$ cat config.mk
export PLATFORM = sky130hd
export DESIGN_NAME = issue_queue_wakeup
export DESIGN_NICKNAME = d
export VERILOG_FILES = /design/src/rtl/iq_pkg.sv /design/src/rtl/iq_tag_pipe.sv /design/src/rtl/iq_complete.sv /design/src/rtl/iq_ctrl.sv /design/src/rtl/iq_datapath.sv /design/src/rtl/issue_queue_wakeup.sv
export SDC_FILE = /design/constraint.sdc
export NUM_CORES = 1
export LEC_CHECK = 0
export ABC_AREA = 0
export BUFFER_PORTS_ARGS = -buffer_cell sky130_fd_sc_hd__buf_2
export CAP_MARGIN = 15
export CORE_MARGIN = 4
export CORE_UTILIZATION = 53
export CTS_BUF_LIST = sky130_fd_sc_hd__clkbuf_16
export CTS_CLUSTER_SIZE = 16
export DETAILED_ROUTE_END_ITERATION = 7
export HOLD_SLACK_MARGIN = 0.1
export PLACE_DENSITY = 0.78
export SYNTH_ARGS = -nofsm -noshare
export SYNTH_HDL_FRONTEND = slang
export SYNTH_SLANG_ARGS = --single-unit
$ cat constraint.sdc
create_clock -name clk -period 6.3 [get_ports clk]
set_clock_uncertainty 0.05 [all_clocks]
set_input_delay 0.63 -clock clk [delete_from_list [all_inputs] [get_ports clk]]
set_output_delay 0.63 -clock clk [all_outputs]
set_load 0.05 [all_outputs]
$ cat src/rtl/iq_pkg.sv
package iq_pkg;
  localparam int NUM_FU = 3;
  localparam int FU_INT = 0;
  localparam int FU_MEM = 1;
  localparam int FU_MUL = 2;

  // strobes from control to datapath
  typedef struct packed {
    logic              flush;
    logic              allocEn;
    logic [NUM_FU-1:0] issueEn;
  } iqStrobe_t;
endpackage

$ cat src/rtl/iq_tag_pipe.sv
module iq_tag_pipe #(
  parameter int STAGES = 1,
  parameter int TAG_W  = 4
) (
  input  logic             clk,
  input  logic             rst_n,
  input  logic             hold,
  input  logic             inValid,
  input  logic [TAG_W-1:0] inTag,
  output logic             outValid,
  output logic [TAG_W-1:0] outTag
);
  logic [STAGES-1:0]            stVld;
  logic [STAGES-1:0][TAG_W-1:0] stTag;

  always_ff @(posedge clk or negedge rst_n) begin
    if (!rst_n) begin
      stVld <= '0;
      stTag <= '0;
    end else if (!hold) begin
      stVld[0] <= inValid;
      stTag[0] <= inTag;
      for (int k = 1; k < STAGES; k++) begin
        stVld[k] <= stVld[k-1];
        stTag[k] <= stTag[k-1];
      end
    end
  end

  assign outValid = stVld[STAGES-1];
  assign outTag   = stTag[STAGES-1];
endmodule

$ cat src/rtl/iq_complete.sv
module iq_complete
  import iq_pkg::*;
#(
  parameter int TAG_W   = 4,
  parameter int LAT_INT = 1,
  parameter int LAT_MEM = 3,
  parameter int LAT_MUL = 4
) (
  input  logic                         clk,
  input  logic                         rst_n,
  input  logic [NUM_FU-1:0]            issValid,
  input  logic [NUM_FU-1:0][TAG_W-1:0] issDst,
  output logic [NUM_FU-1:0]            unitStall,
  output logic                         bcastValid,
  output logic [TAG_W-1:0]             bcastTag,
  output logic                         rsltValid,
  output logic [TAG_W-1:0]             rsltTag
);
  localparam int LAT [NUM_FU] = '{LAT_INT, LAT_MEM, LAT_MUL};

  logic [NUM_FU-1:0]            tailValid;
  logic [NUM_FU-1:0][TAG_W-1:0] tailTag;
  logic [NUM_FU-1:0]            grant;

  for (genvar u = 0; u < NUM_FU; u++) begin : g_pipe
    iq_tag_pipe #(.STAGES(LAT[u]), .TAG_W(TAG_W)) u_pipe (
      .clk(clk), .rst_n(rst_n), .hold(unitStall[u]),
      .inValid(issValid[u]), .inTag(issDst[u]),
      .outValid(tailValid[u]), .outTag(tailTag[u])
    );
  end

  // fixed priority: memory, integer, multiply
  always_comb begin
    grant = '0;
    if (tailValid[FU_MEM])      grant[FU_MEM] = 1'b1;
    else if (tailValid[FU_INT]) grant[FU_INT] = 1'b1;
    else if (tailValid[FU_MUL]) grant[FU_MUL] = 1'b1;
  end

  assign unitStall  = tailValid & ~grant;
  assign bcastValid = |grant;

  always_comb begin
    bcastTag = '0;
    for (int u = 0; u < NUM_FU; u++)
      if (grant[u]) bcastTag = tailTag[u];
  end

  always_ff @(posedge clk or negedge rst_n) begin
    if (!rst_n) begin
      rsltValid <= 1'b0;
      rsltTag   <= '0;
    end else begin
      rsltValid <= bcastValid;
      rsltTag   <= bcastTag;
    end
  end
endmodule

$ cat src/rtl/iq_ctrl.sv
module iq_ctrl
  import iq_pkg::*;
#(
  parameter int DEPTH = 8,
  localparam int IDX_W = $clog2(DEPTH)
) (
  input  logic                         clk,
  input  logic                         rst_n,
  input  logic                         flush,
  input  logic                         dispValid,
  input  logic [DEPTH-1:0]             validVec,
  input  logic [NUM_FU-1:0][DEPTH-1:0] readyVec,
  input  logic [NUM_FU-1:0]            unitBusy,
  output iqStrobe_t                    strb,
  output logic [IDX_W-1:0]             allocIdx,
  output logic [NUM_FU-1:0][IDX_W-1:0] issueIdx,
  output logic [NUM_FU-1:0]            issValid,
  output logic                         dispStall
);
  // olderThan[i][j] set: entry j was dispatched before entry i
  logic [DEPTH-1:0][DEPTH-1:0] olderThan;

  assign dispStall = &validVec;

  always_comb begin
    allocIdx = '0;
    for (int i = DEPTH-1; i >= 0; i--)
      if (!validVec[i]) allocIdx = IDX_W'(i);
  end

  for (genvar u = 0; u < NUM_FU; u++) begin : g_sel
    logic [DEPTH-1:0] pick;
    logic [IDX_W-1:0] pickIdx;
    always_comb begin
      pick    = '0;
      pickIdx = '0;
      for (int i = 0; i < DEPTH; i++)
        pick[i] = readyVec[u][i] && ((readyVec[u] & olderThan[i]) == '0);
      for (int i = 0; i < DEPTH; i++)
        if (pick[i]) pickIdx = IDX_W'(i);
    end
    assign issueIdx[u] = pickIdx;
    assign issValid[u] = (|readyVec[u]) && !unitBusy[u] && !flush;
  end

  assign strb.flush   = flush;
  assign strb.allocEn = dispValid && !dispStall && !flush;
  assign strb.issueEn = issValid;

  always_ff @(posedge clk or negedge rst_n) begin
    if (!rst_n) begin
      olderThan <= '0;
    end else if (strb.allocEn) begin
      for (int j = 0; j < DEPTH; j++) olderThan[j][allocIdx] <= 1'b0;
      olderThan[allocIdx] <= validVec;
    end
  end
endmodule

$ cat src/rtl/iq_datapath.sv
module iq_datapath
  import iq_pkg::*;
#(
  parameter int DEPTH = 8,
  parameter int TAG_W = 4,
  localparam int IDX_W = $clog2(DEPTH)
) (
  input  logic                         clk,
  input  logic                         rst_n,
  input  iqStrobe_t                    strb,
  input  logic [IDX_W-1:0]             allocIdx,
  input  logic [NUM_FU-1:0][IDX_W-1:0] issueIdx,
  input  logic [1:0]                   dispClass,
  input  logic [TAG_W-1:0]             dispSrc1Tag,
  input  logic                         dispSrc1Rdy,
  input  logic [TAG_W-1:0]             dispSrc2Tag,
  input  logic                         dispSrc2Rdy,
  input  logic [TAG_W-1:0]             dispDstTag,
  input  logic                         bcastValid,
  input  logic [TAG_W-1:0]             bcastTag,
  output logic [DEPTH-1:0]             validVec,
  output logic [NUM_FU-1:0][DEPTH-1:0] readyVec,
  output logic [NUM_FU-1:0][TAG_W-1:0] issDst
);
  logic [DEPTH-1:0]            vld, rdy1, rdy2, hit1, hit2;
  logic [DEPTH-1:0][1:0]       cls;
  logic [DEPTH-1:0][TAG_W-1:0] tag1, tag2, dTag;
  logic                        dispHit1, dispHit2;

  always_comb begin
    for (int i = 0; i < DEPTH; i++) begin
      hit1[i] = bcastValid && (tag1[i] == bcastTag);
      hit2[i] = bcastValid && (tag2[i] == bcastTag);
    end
  end

  assign dispHit1 = bcastValid && (dispSrc1Tag == bcastTag);
  assign dispHit2 = bcastValid && (dispSrc2Tag == bcastTag);
  assign validVec = vld;

  for (genvar u = 0; u < NUM_FU; u++) begin : g_unit
    always_comb begin
      for (int i = 0; i < DEPTH; i++)
        readyVec[u][i] = vld[i] && (cls[i] == 2'(u)) &&
                         (rdy1[i] || hit1[i]) && (rdy2[i] || hit2[i]);
    end
    assign issDst[u] = dTag[issueIdx[u]];
  end

  always_ff @(posedge clk or negedge rst_n) begin
    if (!rst_n) begin
      vld  <= '0;
      rdy1 <= '0;
      rdy2 <= '0;
      cls  <= '0;
      tag1 <= '0;
      tag2 <= '0;
      dTag <= '0;
    end else begin
      rdy1 <= rdy1 | hit1;
      rdy2 <= rdy2 | hit2;
      for (int u = 0; u < NUM_FU; u++)
        if (strb.issueEn[u]) vld[issueIdx[u]] <= 1'b0;
      if (strb.allocEn) begin
        vld[allocIdx]  <= 1'b1;
        cls[allocIdx]  <= dispClass;
        tag1[allocIdx] <= dispSrc1Tag;
        tag2[allocIdx] <= dispSrc2Tag;
        dTag[allocIdx] <= dispDstTag;
        rdy1[allocIdx] <= dispSrc1Rdy || dispHit1;
        rdy2[allocIdx] <= dispSrc2Rdy || dispHit2;
      end
      if (strb.flush) vld <= '0;
    end
  end
endmodule

$ cat src/rtl/issue_queue_wakeup.sv
module issue_queue_wakeup
  import iq_pkg::*;
#(
  parameter int DEPTH   = 8,
  parameter int TAG_W   = 4,
  parameter int LAT_INT = 1,
  parameter int LAT_MEM = 3,
  parameter int LAT_MUL = 4
) (
  input  logic             clk,
  input  logic             rst_n,
  input  logic             flush,
  input  logic             dispValid,
  input  logic [1:0]       dispClass,
  input  logic [TAG_W-1:0] dispSrc1Tag,
  input  logic             dispSrc1Rdy,
  input  logic [TAG_W-1:0] dispSrc2Tag,
  input  logic             dispSrc2Rdy,
  input  logic [TAG_W-1:0] dispDstTag,
  output logic             dispStall,
  output logic             intIssValid,
  output logic [TAG_W-1:0] intIssDst,
  output logic             memIssValid,
  output logic [TAG_W-1:0] memIssDst,
  output logic             mulIssValid,
  output logic [TAG_W-1:0] mulIssDst,
  output logic             bcastValid,
  output logic [TAG_W-1:0] bcastTag,
  output logic             rsltValid,
  output logic [TAG_W-1:0] rsltTag,
  output logic             intStall,
  output logic             memStall,
  output logic             mulStall
);
  localparam int IDX_W = $clog2(DEPTH);

  iqStrobe_t                    strb;
  logic [IDX_W-1:0]             allocIdx;
  logic [NUM_FU-1:0][IDX_W-1:0] issueIdx;
  logic [NUM_FU-1:0]            issValid, unitStall;
  logic [NUM_FU-1:0][TAG_W-1:0] issDst;
  logic [DEPTH-1:0]             validVec;
  logic [NUM_FU-1:0][DEPTH-1:0] readyVec;

  iq_ctrl #(.DEPTH(DEPTH)) u_ctrl (
    .clk(clk), .rst_n(rst_n), .flush(flush), .dispValid(dispValid),
    .validVec(validVec), .readyVec(readyVec), .unitBusy(unitStall),
    .strb(strb), .allocIdx(allocIdx), .issueIdx(issueIdx),
    .issValid(issValid), .dispStall(dispStall)
  );

  iq_datapath #(.DEPTH(DEPTH), .TAG_W(TAG_W)) u_dp (
    .clk(clk), .rst_n(rst_n), .strb(strb), .allocIdx(allocIdx),
    .issueIdx(issueIdx), .dispClass(dispClass),
    .dispSrc1Tag(dispSrc1Tag), .dispSrc1Rdy(dispSrc1Rdy),
    .dispSrc2Tag(dispSrc2Tag), .dispSrc2Rdy(dispSrc2Rdy),
    .dispDstTag(dispDstTag), .bcastValid(bcastValid), .bcastTag(bcastTag),
    .validVec(validVec), .readyVec(readyVec), .issDst(issDst)
  );

  iq_complete #(.TAG_W(TAG_W), .LAT_INT(LAT_INT), .LAT_MEM(LAT_MEM),
                .LAT_MUL(LAT_MUL)) u_cmpl (
    .clk(clk), .rst_n(rst_n), .issValid(issValid), .issDst(issDst),
    .unitStall(unitStall), .bcastValid(bcastValid), .bcastTag(bcastTag),
    .rsltValid(rsltValid), .rsltTag(rsltTag)
  );

  assign intIssValid = issValid[FU_INT];
  assign memIssValid = issValid[FU_MEM];
  assign mulIssValid = issValid[FU_MUL];
  assign intIssDst   = issDst[FU_INT];
  assign memIssDst   = issDst[FU_MEM];
  assign mulIssDst   = issDst[FU_MUL];
  assign intStall    = unitStall[FU_INT];
  assign memStall    = unitStall[FU_MEM];
  assign mulStall    = unitStall[FU_MUL];
endmodule

==> results.json <==
{
  "total_power_mw": 4.34,
  "arrival_ps": 5530,
  "clkLatencyLatePin_ps": 560,
  "fmaxAchievable_ghz": 0.161,
  "post_route_cells_drive_above_1_share_pct": 17.3,
  "final_cells": 1901,
  "synth-seq-area-share_pct": 43.6,
  "min_to": "u_cmpl.g_pipe[1].u_pipe.outTag[3]$_DFF_PN0_",
  "outcome": "finished, violations left",
  "die_height_um": 168,
  "setup_tns_ps": 0,
  "std_cell_rows": 58,
  "drt_iter0_drc": 1623,
  "routabilityCongestion": 1.03,
  "wl_um": 48800,
  "synth_edf_count": 0,
  "period_share_pct": 98.6,
  "overflow": 0,
  "end_kind": "primary output",
  "postPlaceCellArea_um2": 14300,
  "cts_max_path_buffers": 3,
  "vias": 12500,
  "grt_start_max_net_pins": 100,
  "nFillCells": 2133,
  "worst-path-max-fanout": 22,
  "worstPathRequired_ps": 5620,
  "dpl.cell_count": 1838,
  "r2r-end": "u_cmpl.g_pipe[0].u_pipe.outTag[2]$_DFFE_PN0N_",
  "die-area_um2": 28300,
  "slew_headroom_pct": 24.5,
  "wl_per_cell_um": 25.7,
  "r2r-start": "u_cmpl.g_pipe[0].u_pipe.outValid$_DFFE_PN0N_",
  "hpwl_um": 33300,
  "ys_warn_count": 0,
  "period_needed_ps": 6210,
  "drtAntennaViolNets": 0,
  "max-cap-violations": 0,
  "worst_pin_slew_ps": 1130,
  "ir_drop_mv": 0.247,
  "synthesis.area_um2": 13600,
  "diodes": 0,
  "finalHoldViolCount": 0,
  "coreArea_um2": 25200,
  "cts_tree": "built",
  "ys_ff_latch": 237,
  "cts_root_buf": "clkbuf_16",
  "syn_to_final_growth_pct": 13.9,
  "cp-start-kind": "flop",
  "place_ws_ps": 538,
  "drt_pre_antenna_iters": 8,
  "clk_pin_slew_ps": 70,
  "fin_util_pct": 61.5,
  "antenna_found_initial": 0,
  "ios": 49,
  "ys_types": 104,
  "grt_pass1_vias": 12300,
  "ff2ff_path_depth": 18,
  "hold_depth": 0,
  "fp.dieW_um": 168,
  "regToRegSetupSlack_ps": 1110,
  "violations": "DRC",
  "gr-usage-all-layers_pct": 34.0,
  "setup_ws_ps": 87.2,
  "ys.flop_type": "dfrtp_1",
  "start_util_pct": 54.0,
  "grt_pass1_wl_um": 74800,
  "cts_buffers": 27,
  "via_per_inst": 6.56,
  "syn_nets": 1511,
  "setup_violations": 0,
  "avgSynthCellArea_um2": 9.11,
  "port_buffers": 47,
  "hp-class": "reg2reg",
  "fin_area_um2": 15500,
  "postSynth.asyncResetShare_pct": 100,
  "p_leak_nw": 6.91,
  "syn_inst": 1491,
  "whs_ps": 301,
  "h-tree-depth": 1,
  "hp-start": "u_cmpl.g_pipe[1].u_pipe.stTag[7]$_DFF_PN0_",
  "p_per_area_nw_per_um2": 280,
  "cts_sinks": 237,
  "fin_nets": 1570,
  "drc": 3,
  "crit_type": "reg2out",
  "report.final.slew_viol_count": 0
}
-- sequential cells by signal (all words and copies together), names as in the netlist, named ones only --
register and count:
u_cmpl.g_pipe.u_pipe.outTag 12, u_cmpl.g_pipe.u_pipe.outValid 1, u_cmpl.g_pipe.u_pipe.stTag 20, u_cmpl.g_pipe.u_pipe.stVld 7
u_cmpl.rsltTag 4, u_cmpl.rsltValid 1, u_ctrl.olderThan 49, u_dp.cls 16
u_dp.dTag 32, u_dp.rdy1 8, u_dp.rdy2 8, u_dp.tag1 32
u_dp.tag2 32, u_dp.validVec 8
-- report_power, final --
part	switching (mW)	internal [mW]	leakage, nW	total [mW]
clock	0.699	1.08	0.479	1.78
sequential	0.175	1.66	3.03	1.84
combinational	0.477	0.241	3.40	0.718
-- layout by cell type, fill, tap and decap left out, drive strengths merged, types with 19 or more instances in the layout --
master    n
xnor2    55
nor2b    19
clkbuf   27
a21oi    56
nor3     20
a221oi   21
nand3    21
buf     111
nand2b   24
mux2     27
nor2    107
inv      52
mux2i    31
a22oi    29
dfrtp   237
nand2   372
o21ai    60
-- synth_stat cells, drive strengths merged, types with 9 or more instances --
cell    number  share of area, %
o211ai      16              0.99
nor4b        9               1.2
nand2b      24               1.1
nand2      372                10
and3        16              0.74
nor2b       19              0.93
o21ai       60               2.4
nand4       11              0.62
nor4        16               1.5
a31oi       12              0.71
xnor2       55               3.5
mux2i       31               2.3
nor3        20              0.88
mux2        27               2.3
a221o        9              0.66
dfrtp      237                44
nand3       21              0.77
and2        18              0.83
a21oi       56               2.1
a222oi      12              0.88
a22oi       29               1.6
clkbuf      48               1.3
a21o        10              0.55
nor2       107               3.0
nand3b      13              0.84
a221oi      21               1.4
inv         46               1.3
buf         35               1.7
-- worst max-delay path, stage by stage (launching register included) --
cell,delay [ps]
dfrtp_2,550
buf_4,230
a21o_1,200
o21ai_4,340
inv_4,170
xnor2_1,170
a31oi_1,570
nor4b_4,100
buf_4,200
buf_4,140
a221o_1,360
nor3_1,260
buf_4,230
o21bai_1,150
o21ai_1,80
buf_4,180
a222oi_1,400
o211ai_1,300
buf_2,300
-- layer usage --
layer,global-route usage (%),share of wire (%),vias to the layer above
met5,0,0,-
met4,18.3,6.6,0
met3,6.48,9.6,241
met2,53.4,45,791
met1,44.9,38,6051
li1,-,-,5388
-- how the worst max path moves through the flow --
| stage | startpoint | to | slack [ps] | depth (start not counted) |
|---|---|---|---|---|
| after floorplan | u_cmpl.g_pipe[1].u_pipe.stVld[2]$_DFF_PN0_ | memIssDst[1] | 1190 | 17 |
| after global placement | u_cmpl.g_pipe[0].u_pipe.outValid$_DFFE_PN0N_ | intIssDst[3] | 590 | 15 |
| after detailed placement | u_cmpl.g_pipe[0].u_pipe.outValid$_DFFE_PN0N_ | memIssDst[2] | 540 | 14 |
| after CTS | u_cmpl.g_pipe[2].u_pipe.stVld[3]$_DFFE_PN0N_ | memIssDst[2] | 30 | 14 |
| after global routing | u_cmpl.g_pipe[1].u_pipe.stVld[2]$_DFF_PN0_ | memIssDst[2] | -40 | 18 |
| final | u_cmpl.g_pipe[0].u_pipe.outValid$_DFFE_PN0N_ | intIssDst[2] | 90 | 18 |
-- cell type report --
cell class	instances	area [um2]	share of cell area, %
Clock buffer	27	676	4.36
Clock inverter	23	327	2.11
Inverter	47	181	1.17
Multi-Input combinational cell	1125	7200	46.5
Sequential cell	237	5930	38.3
Tap cell	330	413	2.67
Timing Repair Buffer	112	748	4.83
-- what timing repair did --
item / CTS / global route
pin swaps: 4 / 5
buffers inserted: 4 / 7
cloned: 0 / 1
endpoints found under the setup margin: 7 / 12
hold buffers: 1 / 0
endpoints found under the hold margin: 60 / 0
gates resized for setup: 2 / 15
-- cell families after synthesis --
kind of cell | after synthesis | synth area share, %
compound gates | 315 | 17.9
xor+xnor | 60 | 3.87
buf+inv | 130 | 4.34
flops | 237 | 43.6
mux | 58 | 4.60
other cells | 1 | 0.0276
simple gates | 690 | 25.6
Note: power is estimated with default switching activity, not from simulation.
